**src/rtl/i2c_tgt_pkg.sv**
```systemverilog
package i2c_tgt_pkg;
   typedef enum logic [2:0] {
      ST_IDLE,
      ST_ADDR,
      ST_AACK,
      ST_RX,
      ST_RACK,
      ST_TX,
      ST_TACK,
      ST_SKIP
   } tgt_state_t;
endpackage

```
**src/rtl/i2c_tgt_sync.sv**
```systemverilog
module i2c_tgt_sync #(
   parameter int STAGES = 2,
   parameter int W      = 2
) (
   input  logic         clk,
   input  logic         rst_n,
   input  logic [W-1:0] d,
   output logic [W-1:0] q
);
   generate
      if (STAGES < 2) begin : g_bad
         $error("i2c_tgt_sync: STAGES must be at least 2");
      end
   endgenerate

   logic [STAGES-1:0][W-1:0] stg;

   always_ff @(posedge clk) begin
      if (!rst_n) stg <= '1;
      else        stg <= {stg[STAGES-2:0], d};
   end

   assign q = stg[STAGES-1];
endmodule

```
**src/rtl/i2c_tgt_linemon.sv**
```systemverilog
module i2c_tgt_linemon (
   input  logic clk,
   input  logic rst_n,
   input  logic scl,
   input  logic sda,
   output logic scl_rise,
   output logic scl_fall,
   output logic start_c,
   output logic stop_c,
   output logic sda_now
);
   logic scl_q, sda_q;

   always_ff @(posedge clk) begin
      if (!rst_n) begin
         scl_q <= 1'b1;
         sda_q <= 1'b1;
      end else begin
         scl_q <= scl;
         sda_q <= sda;
      end
   end

   assign scl_rise = scl & ~scl_q;
   assign scl_fall = ~scl & scl_q;
   assign start_c  = scl & scl_q & sda_q & ~sda;
   assign stop_c   = scl & scl_q & ~sda_q & sda;
   assign sda_now  = sda;
endmodule

```
**src/rtl/i2c_target_ctrl.sv**
```systemverilog
module i2c_target_ctrl
   import i2c_tgt_pkg::*;
#(
   parameter int DATA_W      = 8,
   parameter int ADDR_W      = 7,
   parameter int SYNC_STAGES = 2
) (
   input  logic              clk,
   input  logic              rst_n,
   input  logic              scl_in,
   input  logic              sda_in,
   input  logic [ADDR_W-1:0] own_addr,
   input  logic [DATA_W-1:0] tx_data,
   input  logic              tx_valid,
   output logic              sda_pull,
   output logic [DATA_W-1:0] rx_data,
   output logic              rx_strobe,
   output logic              rd_dir,
   output logic              dev_busy,
   output logic              bus_busy,
   output logic              nack_err
);
   localparam int CNT_W = $clog2(DATA_W + 1);
   localparam logic [CNT_W-1:0] LAST_BIT = CNT_W'(DATA_W);
   localparam logic [DATA_W-1:0] IDLE_FILL = '1;

   generate
      if (ADDR_W + 1 != DATA_W) begin : g_bad_w
         $error("i2c_target_ctrl: address plus direction bit must fill one byte");
      end
   endgenerate

   logic [1:0] sync_q;
   logic scl_rise, scl_fall, start_c, stop_c, sda_now;

   i2c_tgt_sync #(.STAGES(SYNC_STAGES), .W(2)) u_sync (
      .clk(clk), .rst_n(rst_n), .d({scl_in, sda_in}), .q(sync_q)
   );

   i2c_tgt_linemon u_mon (
      .clk(clk), .rst_n(rst_n), .scl(sync_q[1]), .sda(sync_q[0]),
      .scl_rise(scl_rise), .scl_fall(scl_fall),
      .start_c(start_c), .stop_c(stop_c), .sda_now(sda_now)
   );

   tgt_state_t        state;
   logic [CNT_W-1:0]  cnt;
   logic [DATA_W-1:0] rx_sh, tx_sh, tx_hold;
   logic              hold_full;
   logic [DATA_W-1:0] next_tx;

   assign next_tx = hold_full ? tx_hold : IDLE_FILL;

   always_ff @(posedge clk) begin
      if (!rst_n) begin
         state     <= ST_IDLE;
         cnt       <= '0;
         rx_sh     <= '0;
         tx_sh     <= '0;
         tx_hold   <= '0;
         hold_full <= 1'b0;
         sda_pull  <= 1'b0;
         rx_data   <= '0;
         rx_strobe <= 1'b0;
         rd_dir    <= 1'b0;
         dev_busy  <= 1'b0;
         bus_busy  <= 1'b0;
         nack_err  <= 1'b0;
      end else begin
         rx_strobe <= 1'b0;
         if (tx_valid) begin
            tx_hold   <= tx_data;
            hold_full <= 1'b1;
         end
         if (stop_c) begin
            state    <= ST_IDLE;
            bus_busy <= 1'b0;
            dev_busy <= 1'b0;
            sda_pull <= 1'b0;
         end else if (start_c) begin
            state    <= ST_ADDR;
            bus_busy <= 1'b1;
            dev_busy <= 1'b0;
            nack_err <= 1'b0;
            sda_pull <= 1'b0;
            cnt      <= '0;
         end else begin
            unique case (state)
               ST_ADDR, ST_RX: begin
                  if (scl_rise) begin
                     rx_sh <= {rx_sh[DATA_W-2:0], sda_now};
                     cnt   <= cnt + 1'b1;
                  end else if (scl_fall && cnt == LAST_BIT) begin
                     if (state == ST_RX) begin
                        rx_data   <= rx_sh;
                        rx_strobe <= 1'b1;
                        sda_pull  <= 1'b1;
                        state     <= ST_RACK;
                     end else if (rx_sh[DATA_W-1:1] == own_addr) begin
                        sda_pull <= 1'b1;
                        dev_busy <= 1'b1;
                        rd_dir   <= rx_sh[0];
                        state    <= ST_AACK;
                     end else begin
                        state <= ST_SKIP;
                     end
                  end
               end
               ST_AACK, ST_TACK: begin
                  if (state == ST_TACK && scl_rise && sda_now) begin
                     nack_err <= 1'b1;
                     state    <= ST_SKIP;
                  end else if (scl_fall) begin
                     cnt <= '0;
                     if (state == ST_TACK || rd_dir) begin
                        tx_sh     <= next_tx;
                        sda_pull  <= ~next_tx[DATA_W-1];
                        hold_full <= tx_valid;
                        state     <= ST_TX;
                     end else begin
                        sda_pull <= 1'b0;
                        state    <= ST_RX;
                     end
                  end
               end
               ST_RACK: begin
                  if (scl_fall) begin
                     sda_pull <= 1'b0;
                     cnt      <= '0;
                     state    <= ST_RX;
                  end
               end
               ST_TX: begin
                  if (scl_rise) begin
                     cnt <= cnt + 1'b1;
                  end else if (scl_fall) begin
                     if (cnt == LAST_BIT) begin
                        sda_pull <= 1'b0;
                        state    <= ST_TACK;
                     end else begin
                        sda_pull <= ~tx_sh[DATA_W-2];
                        tx_sh    <= {tx_sh[DATA_W-2:0], 1'b1};
                     end
                  end
               end
               default: sda_pull <= 1'b0;
            endcase
         end
      end
   end
endmodule

```
**config.mk**
```make
export PLATFORM = sky130hd
export DESIGN_NAME = i2c_target_ctrl
export DESIGN_NICKNAME = d
export VERILOG_FILES = /design/src/rtl/i2c_tgt_pkg.sv /design/src/rtl/i2c_tgt_sync.sv /design/src/rtl/i2c_tgt_linemon.sv /design/src/rtl/i2c_target_ctrl.sv
export SDC_FILE = /design/constraint.sdc
export NUM_CORES = 1
export LEC_CHECK = 0
export ABC_AREA = 1
export BUFFER_PORTS_ARGS = -buffer_cell sky130_fd_sc_hd__buf_2
export CAP_MARGIN = 20
export CELL_PAD_IN_SITES_DETAIL_PLACEMENT = 2
export CELL_PAD_IN_SITES_GLOBAL_PLACEMENT = 2
export CORE_MARGIN = 2
export CORE_UTILIZATION = 25
export DETAILED_ROUTE_END_ITERATION = 10
export HOLD_SLACK_MARGIN = 0.06
export PLACE_DENSITY = 0.68
export SLEW_MARGIN = 20
export SYNTH_ARGS = -nofsm -noshare
export SYNTH_HDL_FRONTEND = slang
export SYNTH_SLANG_ARGS = --single-unit
export TNS_END_PERCENT = 1
```
**constraint.sdc**
```tcl
create_clock -name clk -period 1.6 [get_ports clk]
set_input_delay 0.08 -clock clk [delete_from_list [all_inputs] [get_ports clk]]
set_output_delay 0.08 -clock clk [all_outputs]
set_load 0.03 [all_outputs]
```
* After elaboration in Yosys (flattened, before gate mapping)
Cells that the tools add are included.
Operators by class: add/subtract/negate cells 1, multiply operators 0, div/mod/pow operators 0, $lt $le $gt $ge 0, eq/ne operators 29, shift operators 0, multiplexer cells 49, bitwise operators 20, reductions and logical operators 26
Operators with widths (count):
- $mux 7 | 6
- $mux 3 | 11
- $ne 3x3->1 const B | 9
- $reduce_and 8->1 | 3
- $mux 1 | 23
- $ne 2x2->1 const B | 10
- $mux 4 | 4
- $pmux 7 s2 | 1
- $not 1->1 | 13
- $pmux 3 s4 | 1
- $pmux 4 s3 | 1
- $eq 3x3->1 const B | 3
- $reduce_and 9->1 | 1
- $mux 8 | 1
- $reduce_and 4->1 | 2
- $reduce_bool 4->1 | 2
- $and 1x1->1 | 7
- $eq 7x7->1 | 1
- $reduce_and 7->1 | 1
- $eq 3x2->1 const B | 2
- $reduce_and 6->1 | 1
- $reduce_bool 2->1 | 3
- $reduce_or 2->1 | 3
- $reduce_or 3->1 | 2
- 12 further kinds | 14
Storage, ports and cells: register bits after elaboration 51, bits in latches 0, memory bits (writable) 0, memory bits (read-only) 0, output and inout bits 14, memories 0

* Logic depth before layout (Yosys ltp)
Gate-level depths: netlist of the first run.
word-level depth 8, depth in mapped cells 12, depth with buffers taken out 12

* Hierarchy
Synthesis of the first run repeated with hierarchy kept, for this count alone.
Unflattened totals: cell total of the unflattened synthesis 368, area total of the unflattened synthesis 2491.1 um^2
By module, submodules not included:
- i2c_target_ctrl | times used 1, cells an instance 338, area each 2269.7 um^2, sequential area each 900.9 um^2
- i2c_tgt_sync | times used 1, cells an instance 14, area each 125.1 um^2, sequential area each 80.1 um^2
- i2c_tgt_linemon | times used 1, cells an instance 16, area each 96.3 um^2, sequential area each 40.0 um^2

* Worst setup path after synthesis of the first run
No wires, ideal clock.
path type register -> register, start register cnt[0], end register tx_sh[0], setup time 64 ps, arrival 1386 ps, path slack 150 ps, stages on the path, launching flop included 12, cell sequence dfxtp_1 > inv_1 > ha_1 > nand3_1 > inv_1 > nand2_1 > o21ai_1 > nor2_4 > and2_1 > buf_6 > nor2_1 > nor2_1
Between the ends: word-level cells in the longest chain between the ends 3
RTL lines:
- start, declared | RTL line i2c_target_ctrl.sv:47 | logic [CNT_W-1:0] cnt;
- start signal, assigned | RTL line i2c_target_ctrl.sv:92 | cnt <= cnt + 1'b1;
- start signal, assigned | RTL line i2c_target_ctrl.sv:135 | cnt <= cnt + 1'b1;
- $eq 4x4->1 | RTL line i2c_target_ctrl.sv:137 | if (cnt == LAST_BIT) begin
- $ne 2x2->1 (no line)
- $reduce_and 9->1 (no line)
- end signal, assigned | RTL line i2c_target_ctrl.sv:116 | tx_sh <= next_tx;
- end signal, assigned | RTL line i2c_target_ctrl.sv:142 | tx_sh <= {tx_sh[DATA_W-2:0], 1'b1};
- end, declared | RTL line i2c_target_ctrl.sv:48 | logic [DATA_W-1:0] rx_sh, tx_sh, tx_hold;
No other way between the ends. A chain may end at the register's enable or synchronous reset.

* Worst setup path in the final report of the first run
start register cnt[0], end register dev_busy
Between the ends: word-level cells in the longest chain between the ends 3
RTL lines:
- $eq 4x4->1 | RTL line i2c_target_ctrl.sv:93 | end else if (scl_fall && cnt == LAST_BIT) begin
- $logic_and 1x1->1 | RTL line i2c_target_ctrl.sv:93
- $reduce_and 5->1 (no line)
- end signal, assigned | RTL line i2c_target_ctrl.sv:78 | dev_busy <= 1'b0;
- end signal, assigned | RTL line i2c_target_ctrl.sv:83 | dev_busy <= 1'b0;
- end signal, assigned | RTL line i2c_target_ctrl.sv:101 | dev_busy <= 1'b1;
- end, declared | RTL line i2c_target_ctrl.sv:19 | output logic dev_busy,
No other way between the ends.

==> results of run 1 <==
==> registers in the layout, indices dropped and copies added (netlist names) <==
signal	count
rx_data	8
rx_sh	8
tx_hold	8
tx_sh	7
cnt	4
state	3
u_sync.q	2
u_sync.stg	2
bus_busy	1
dev_busy	1
hold_full	1
nack_err	1
rd_dir	1
rx_strobe	1
sda_pull	1
u_mon.scl_q	1
u_mon.sda_q	1
==> metal layers <==
layer,up-vias,part of all wire (%)
met4,0,0.61
met3,5,1.9
li1,1285,-
met5,-,0
met1,1242,46
met2,24,51
==> cells in the final DEF, fill, tap and decap left out, types with 2 or more instances in the layout <==
cell type and instances:
nor2_1 59, nand3_1 10, clkinvlp_4 3, nor2_2 6, o21ai_2 3, buf_2 33, dfxtp_2 6, xnor2_1 4
nand3_4 2, o21ai_1 2, inv_2 4, or2_2 4, o21ai_0 27, nand2_1 84, nand4_1 4, a21oi_2 3
dlygate4sd3_1 11, a21oi_1 24, dfxtp_1 45, clkbuf_8 5, buf_4 41, inv_1 28, nor2_4 6, nand3b_1 7
nand2_2 6
==> worst max-delay path, cell delays in order (launching register included) <==
cell     delay (ns)
dfxtp_2        0.35
inv_2          0.07
ha_2           0.19
nand3_4        0.11
inv_2          0.08
nand2_1        0.07
nor2_1         0.13
nand4_1        0.18
buf_4          0.20
a21oi_1        0.11
==> synthesized netlist by cell type <==
cell      number  area share [%]
nand3b_1       7             2.2
a31oi_1        1            0.26
nor3_1         1            0.21
xor2_1         1            0.37
o21ai_0       31             6.5
or2_2          4             1.1
buf_6          1            0.47
ha_1           2             1.1
clkinv_1       1            0.16
dfxtp_1       51              43
inv_1         32             5.0
o21ai_1        1            0.21
inv_2          3            0.47
nor4_1         1            0.26
nor2_1        65              10
a21oi_1       27             5.7
xnor2_1        4             1.5
and2_1         1            0.26
nand3_1       12             2.5
clkbuf_1       4            0.63
nand2_2        2            0.53
nand2_1       88              14
buf_2          1            0.21
nand4_1        4             1.1
nor2_2         3            0.79
buf_1          1            0.16
nor2_4         3             1.4
==> kinds of logic after synthesis <==
| kind of cell | Yosys count | share of synthesized area, % |
|---|---|---|
| AOI/OAI and AO/OA | 60 | 12.7 |
| xor gates and xnor gates | 5 | 1.84 |
| adders and majority gates | 2 | 1.05 |
| buffers and inverters | 43 | 7.15 |
| DFF | 51 | 42.9 |
| and+or+nand+nor | 191 | 34.4 |
==> report_power, final <==
group	internal, mW	leakage (nW)	total, mW	switching [mW]
clock	0.316	0.0418	0.796	0.480
combinational	0.739	1.03	1.68	0.939
sequential	1.40	0.418	1.49	0.0870
==> per-stage QoR <==
step	utilization (%)	hold WS (ns)	setup WS [ns]	instance area, um2
2_1_floorplan	-	0.187	0.150	2380
3_3_place_gp	32.0	0.268	0.00495	2960
3_5_place_dp	32.0	0.273	-0.0805	2960
4_1_cts	34.4	0.138	-0.0263	3180
5_1_grt	35.9	0.176	-0.0978	3320
6_report	35.9	0.143	0.0381	3320
==> worst paths after layout <==
kind / end / cells past startpoint / start / slack, ns
worst min register to register: u_sync.q[1]$_SDFF_PN1_ / 1 / u_sync.stg[1]$_SDFF_PN1_ / 0.43
worst max register to register: dev_busy$_SDFFE_PP0P_ / 9 / cnt[0]$_SDFFE_PN0P_ / 0.04
worst min-delay path: tx_hold[0]$_SDFFE_PN0P_ / 3 / tx_valid / 0.14
worst max-delay path: dev_busy$_SDFFE_PP0P_ / 9 / cnt[0]$_SDFFE_PN0P_ / 0.04
==> what timing repair did <==
item                                   CTS  global route
setup endpoints to repair               19            29
endpoints found under the hold margin   12             0
buffers inserted                         1             5
pin swaps                                1             4
hold buffers                            11             0
gates resized for setup                  6            36
==> cell type report <==
class,count,area (um2)
Tap cell,129,161
Sequential cell,51,1030
Fill cell,1124,5920
Multi-Input combinational cell,258,1290
Inverter,36,145
Timing Repair Buffer,86,603
Clock inverter,2,16.3
Clock buffer,6,72.6
==> impl_results.md, run 1 <==
* Status: finished, final reports clean
* Fin crit share at 97.6%
* Ant. Diodes at 0
* Max_cap viols at 0
* CP endpoint kind: flop
* Synth warnings at 0
* Vias in the first global route at 2,698
* Initial antenna violation count at 0
* Worst EP required at 1.85 ns
* Fin Setup TNS at 0 ns
* Crit start category: flop
* Total track usage at 17.0%
* Die Y-Extent at 102 um
* Unrepaired setup endpoints after global routing: yes
* Maximum VDD drop at 440 uV
* Worst Skew at 0.0105 ns
* Share of layout cells above drive strength 1 at 29.4%
* Relative slew margins at 80.4%
* Total power at 3.96 mW
* CTS sink cnt at 51
* Post-route insts no fill at 568
* CTS root buf: clkbuf_8
* Top Ports at 34
* Tightest Pin Transition at 0.294 ns
* Iteration-0 DRC Markers at 68
* Clk_lat worst skew at 0.31 ns
* Max-slew violations at 0
* Largest net degree at the start of global routing at 27
* Maximum clock rate at 640 MHz
* Setup CP Type: flop to flop
* Vias per Instance at 4.50
* Cell Area, Synth at 2380 um2
* Seq/Total Area, Yosys at 42.9%
* Busiest layer in global routing: met2
* Global-route wire length before repair at 13.6 mm
* Final WL at 8.56 mm
* Met2 Resource Use GR at 29.5%
* DP Cell Count at 543
* Met3 Track Usage GR at 2.42%
* Port buffer count at 33
* Die Wd at 102 um
* P&R area growth vs syn at 39.5%
* Endpoints failing setup at 0
* Die area at 10,300 um2
* Global route overflow at 0
* ANT nets after route at 0
* CTS HTree Levels at 2
* Clk pin slew, worst setup/hold paths at 0.11 ns
* Drt drc at 0
* Core box area at 9240 um2
* HP Class: input pin to flop
* Clk buf depth at 2
* Initial Utilization at 25.8%
* CTS tree: yes
* Row Count at 35
* CTS buffer count at 5
* Vias at 2,556
* Tmin final at 1.56 ns
* First-pass DRT Iterations at 4
* Crit path arrival time at 1.81 ns
* Yosys cell types at 27
* Final Hold Fails at 0
* Wirelength per Cell at 15.1 um
* Mapped Nets at 374
* Global placer's final weighted congestion at 0.818
* Mean Syn Cell Area at 6.76 um2
* Power Density at 1190 nW/um2
* Hpwl dp at 6.16 mm
* Net count, final at 460
* Leak at 1.49 nW
* Seq cells post-synth at 51
* Cells after synthesis at 352
* M1 GR Usage at 22.5%
* CP max FO at 3
No activity file was read; power rests on OpenSTA's default activity.
==> inputs of run 2 (changes only) <==
--- a/config.mk
+++ b/config.mk
@@ -11,10 +11,10 @@
 export CELL_PAD_IN_SITES_DETAIL_PLACEMENT = 2
 export CELL_PAD_IN_SITES_GLOBAL_PLACEMENT = 2
 export CORE_MARGIN = 2
-export CORE_UTILIZATION = 25
+export CORE_UTILIZATION = 31
 export DETAILED_ROUTE_END_ITERATION = 10
 export HOLD_SLACK_MARGIN = 0.06
-export PLACE_DENSITY = 0.68
+export PLACE_DENSITY = 0.81
 export SLEW_MARGIN = 20
 export SYNTH_ARGS = -nofsm -noshare
 export SYNTH_HDL_FRONTEND = slang
==> run 2 against run 1 <==
Against the previous run: the run now ends with negative setup slack left; count of clock-buffer cells in the layout shrank 1; clock power grew 14%; global-route usage grew 5.2 points; die area shrank 19%; utilization grew 7.5 points; register-to-register slack lost 0.16 ns; largest cell class unchanged.
==> impl_results.md, run 2 (synthesis results as in run 1) <==
* Maximum clock rate at 581 MHz (was 640 MHz)
* Worst Skew at 0.00659 ns (was 0.0105 ns)
* Maximum VDD drop at 399 uV (was 440 uV)
* Ant. Diodes at 0 (unchanged)
* CTS HTree Levels at 2 (unchanged)
* Net count, final at 445 (was 460)
* Crit path arrival time at 1.93 ns (was 1.81 ns)
* Die Y-Extent at 91.6 um (was 102 um)
* Wirelength per Cell at 19.1 um (was 15.1 um)
* Leak at 1.42 nW (was 1.49 nW)
* P&R area growth vs syn at 33.6% (was 39.5%)
* Commonest non-fill, non-tap cells in the layout: nand2_1, nor2_1, dfxtp_1 (unchanged)
* Worst EP required at 1.81 ns (was 1.85 ns)
* Crit start category: flop (unchanged)
* Die Wd at 91.6 um (was 102 um)
* Global placer's final weighted congestion at 0.858 (was 0.818)
* Iteration-0 DRC Markers at 102 (was 68)
* Tmin final at 1.72 ns (was 1.56 ns)
* ANT nets after route at 0 (unchanged)
* Row Count at 31 (was 35)
* Multi-input logic area at 1290 um2 (about the same)
* CP max FO at 4 (was 3)
* Vias at 2,621 (was 2,556)
* Initial Utilization at 32.5% (was 25.8%)
* Fin crit share at 108% (was 97.6%)
* Clk_lat worst skew at 0.31 ns (about the same)
* Failing checks: negative setup slack
* CTS sink cnt at 51 (unchanged)
* Largest net degree at the start of global routing at 29 (was 27)
* HP Class: input pin to flop (unchanged)
* Setup CP Type: flop to flop (unchanged)
* Clk buf depth at 2 (unchanged)
* Clk pin slew, worst setup/hold paths at 0.10 ns (was 0.11 ns)
* Global-route wire length before repair at 14.9 mm (was 13.6 mm)
* Relative slew margins at 74.8% (was 80.4%)
* Total track usage at 22.1% (was 17.0%)
* Post-route insts no fill at 522 (was 568)
* Status: complete, but fails checks (was finished, final reports clean)
* Setup WS post-layout at -0.122 ns (was 0.0381 ns)
* Final Hold Fails at 0 (unchanged)
* Top Ports at 34 (unchanged)
* Max_cap viols at 0 (unchanged)
* Vias per Instance at 5.02 (was 4.50)
* Die area at 8400 um2 (was 10,300 um2)
* Drt drc at 0 (unchanged)
* Power Density at 1280 nW/um2 (was 1190 nW/um2)
* Tightest Pin Transition at 0.373 ns (was 0.294 ns)
* Hpwl dp at 5.97 mm (was 6.16 mm)
* Share of layout cells above drive strength 1 at 27.2% (was 29.4%)
* Port buffer count at 33 (unchanged)
* Core box area at 7330 um2 (was 9240 um2)
* CP endpoint kind: flop (unchanged)
* Endpoints failing setup at 11 (was 0)
* Max-slew violations at 0 (unchanged)
* CTS root buf: clkbuf_8 (unchanged)
* FF/Latch Area at 1030 um2 (about the same)
* Global route overflow at 0 (unchanged)
* DP Cell Count at 498 (was 543)
* CTS tree: yes (unchanged)
* Initial antenna violation count at 0 (unchanged)
* Unrepaired setup endpoints after global routing: yes (unchanged)
* First-pass DRT Iterations at 4 (unchanged)
* Commonest non-fill, non-tap cell in the layout: nand2_1 (unchanged)
* Largest regs: rx_data: 8 flops, rx_sh: 8 flops, tx_hold: 8 flops (unchanged)
* Fill cells at 870 (was 1,124)
* CTS buffer count at 5 (unchanged)
* Final WL at 9.96 mm (was 8.56 mm)
* Total power at 4.07 mW (was 3.96 mW)
* Vias in the first global route at 2,841 (was 2,698)
run 2: cell count changes in the layout (fill, tap and decap cells not counted), moves of 2 or more:
cell,previous run,this run
o21ai_2,3,1
dfxtp_2,6,3
nor2_2,6,8
nor2_1,59,56
dfxtp_4,0,2
buf_4,41,27
run 2: metrics by stage:
step / setup TNS, ns / hold WS (ns) / utilization (%) / area (um2) / worst slack [ns]
floorplan: 0 / 0.187 / - / 2380 / 0.150
global placement: -0.703 / 0.266 / 38.1 / 2790 / -0.139
detailed placement: -1.60 / 0.275 / 38.1 / 2790 / -0.248
CTS: -0.0286 / 0.108 / 41.7 / 3060 / -0.0194
global route: -2.52 / 0.118 / 43.4 / 3180 / -0.277
finish: -0.570 / 0.100 / 43.4 / 3180 / -0.122
run 2: cell type report:
type | count | share of cell area [%]
multi-input combinational | 258 | 40.6
clock inverter | 2 | 1.18
tap | 99 | 3.89
sequential | 51 | 32.4
timing repair buffer | 71 | 15.1
inverter | 36 | 4.64
clock buffer | 5 | 2.16
run 2: final timing paths:
check        slack [ns]  depth (start not counted)                     start                endpoint
min reg2reg        0.43                          1  u_sync.stg[0]$_SDFF_PN1_  u_sync.q[0]$_SDFF_PN1_
min                0.10                          3                     rst_n   bus_busy$_SDFFE_PP0P_
max reg2reg       -0.12                          9    u_sync.q[1]$_SDFF_PN1_   state[2]$_SDFFE_PP0P_
max               -0.12                          9    u_sync.q[1]$_SDFF_PN1_   state[2]$_SDFFE_PP0P_
run 2: what timing repair did:
item                                    CTS  global route
hold buffers                             10             0
endpoints found under the setup margin   20            29
endpoints found under the hold margin    10             0
cloned                                    0             0
buffers inserted                          2             5
pin swaps                                 3            15
gates resized for setup                  13            34
run 2: metal layers:
metal  vias up  global-route usage [%]  share of wire, %
li1       1254                       -                 -
met1      1290                    29.1                45
met2        57                    38.6                50
met3        20                    2.96               3.0
met4         0                    4.92               2.4
met5         -                       0                 0
run 2: critical path, stage by stage (launching register included):
cell	delay (ns)
dfxtp_1	0.39
inv_1	0.13
nor2_4	0.17
nand4_1	0.23
a21oi_2	0.25
nand2_2	0.12
nor2_2	0.11
nand2_1	0.09
nand2_1	0.09
inv_1	0.04
run 2: report_power, final:
part           switching, mW  internal [mW]  total, mW
sequential             0.123           1.40       1.53
clock                  0.447          0.458      0.905
combinational           1.02          0.621       1.64
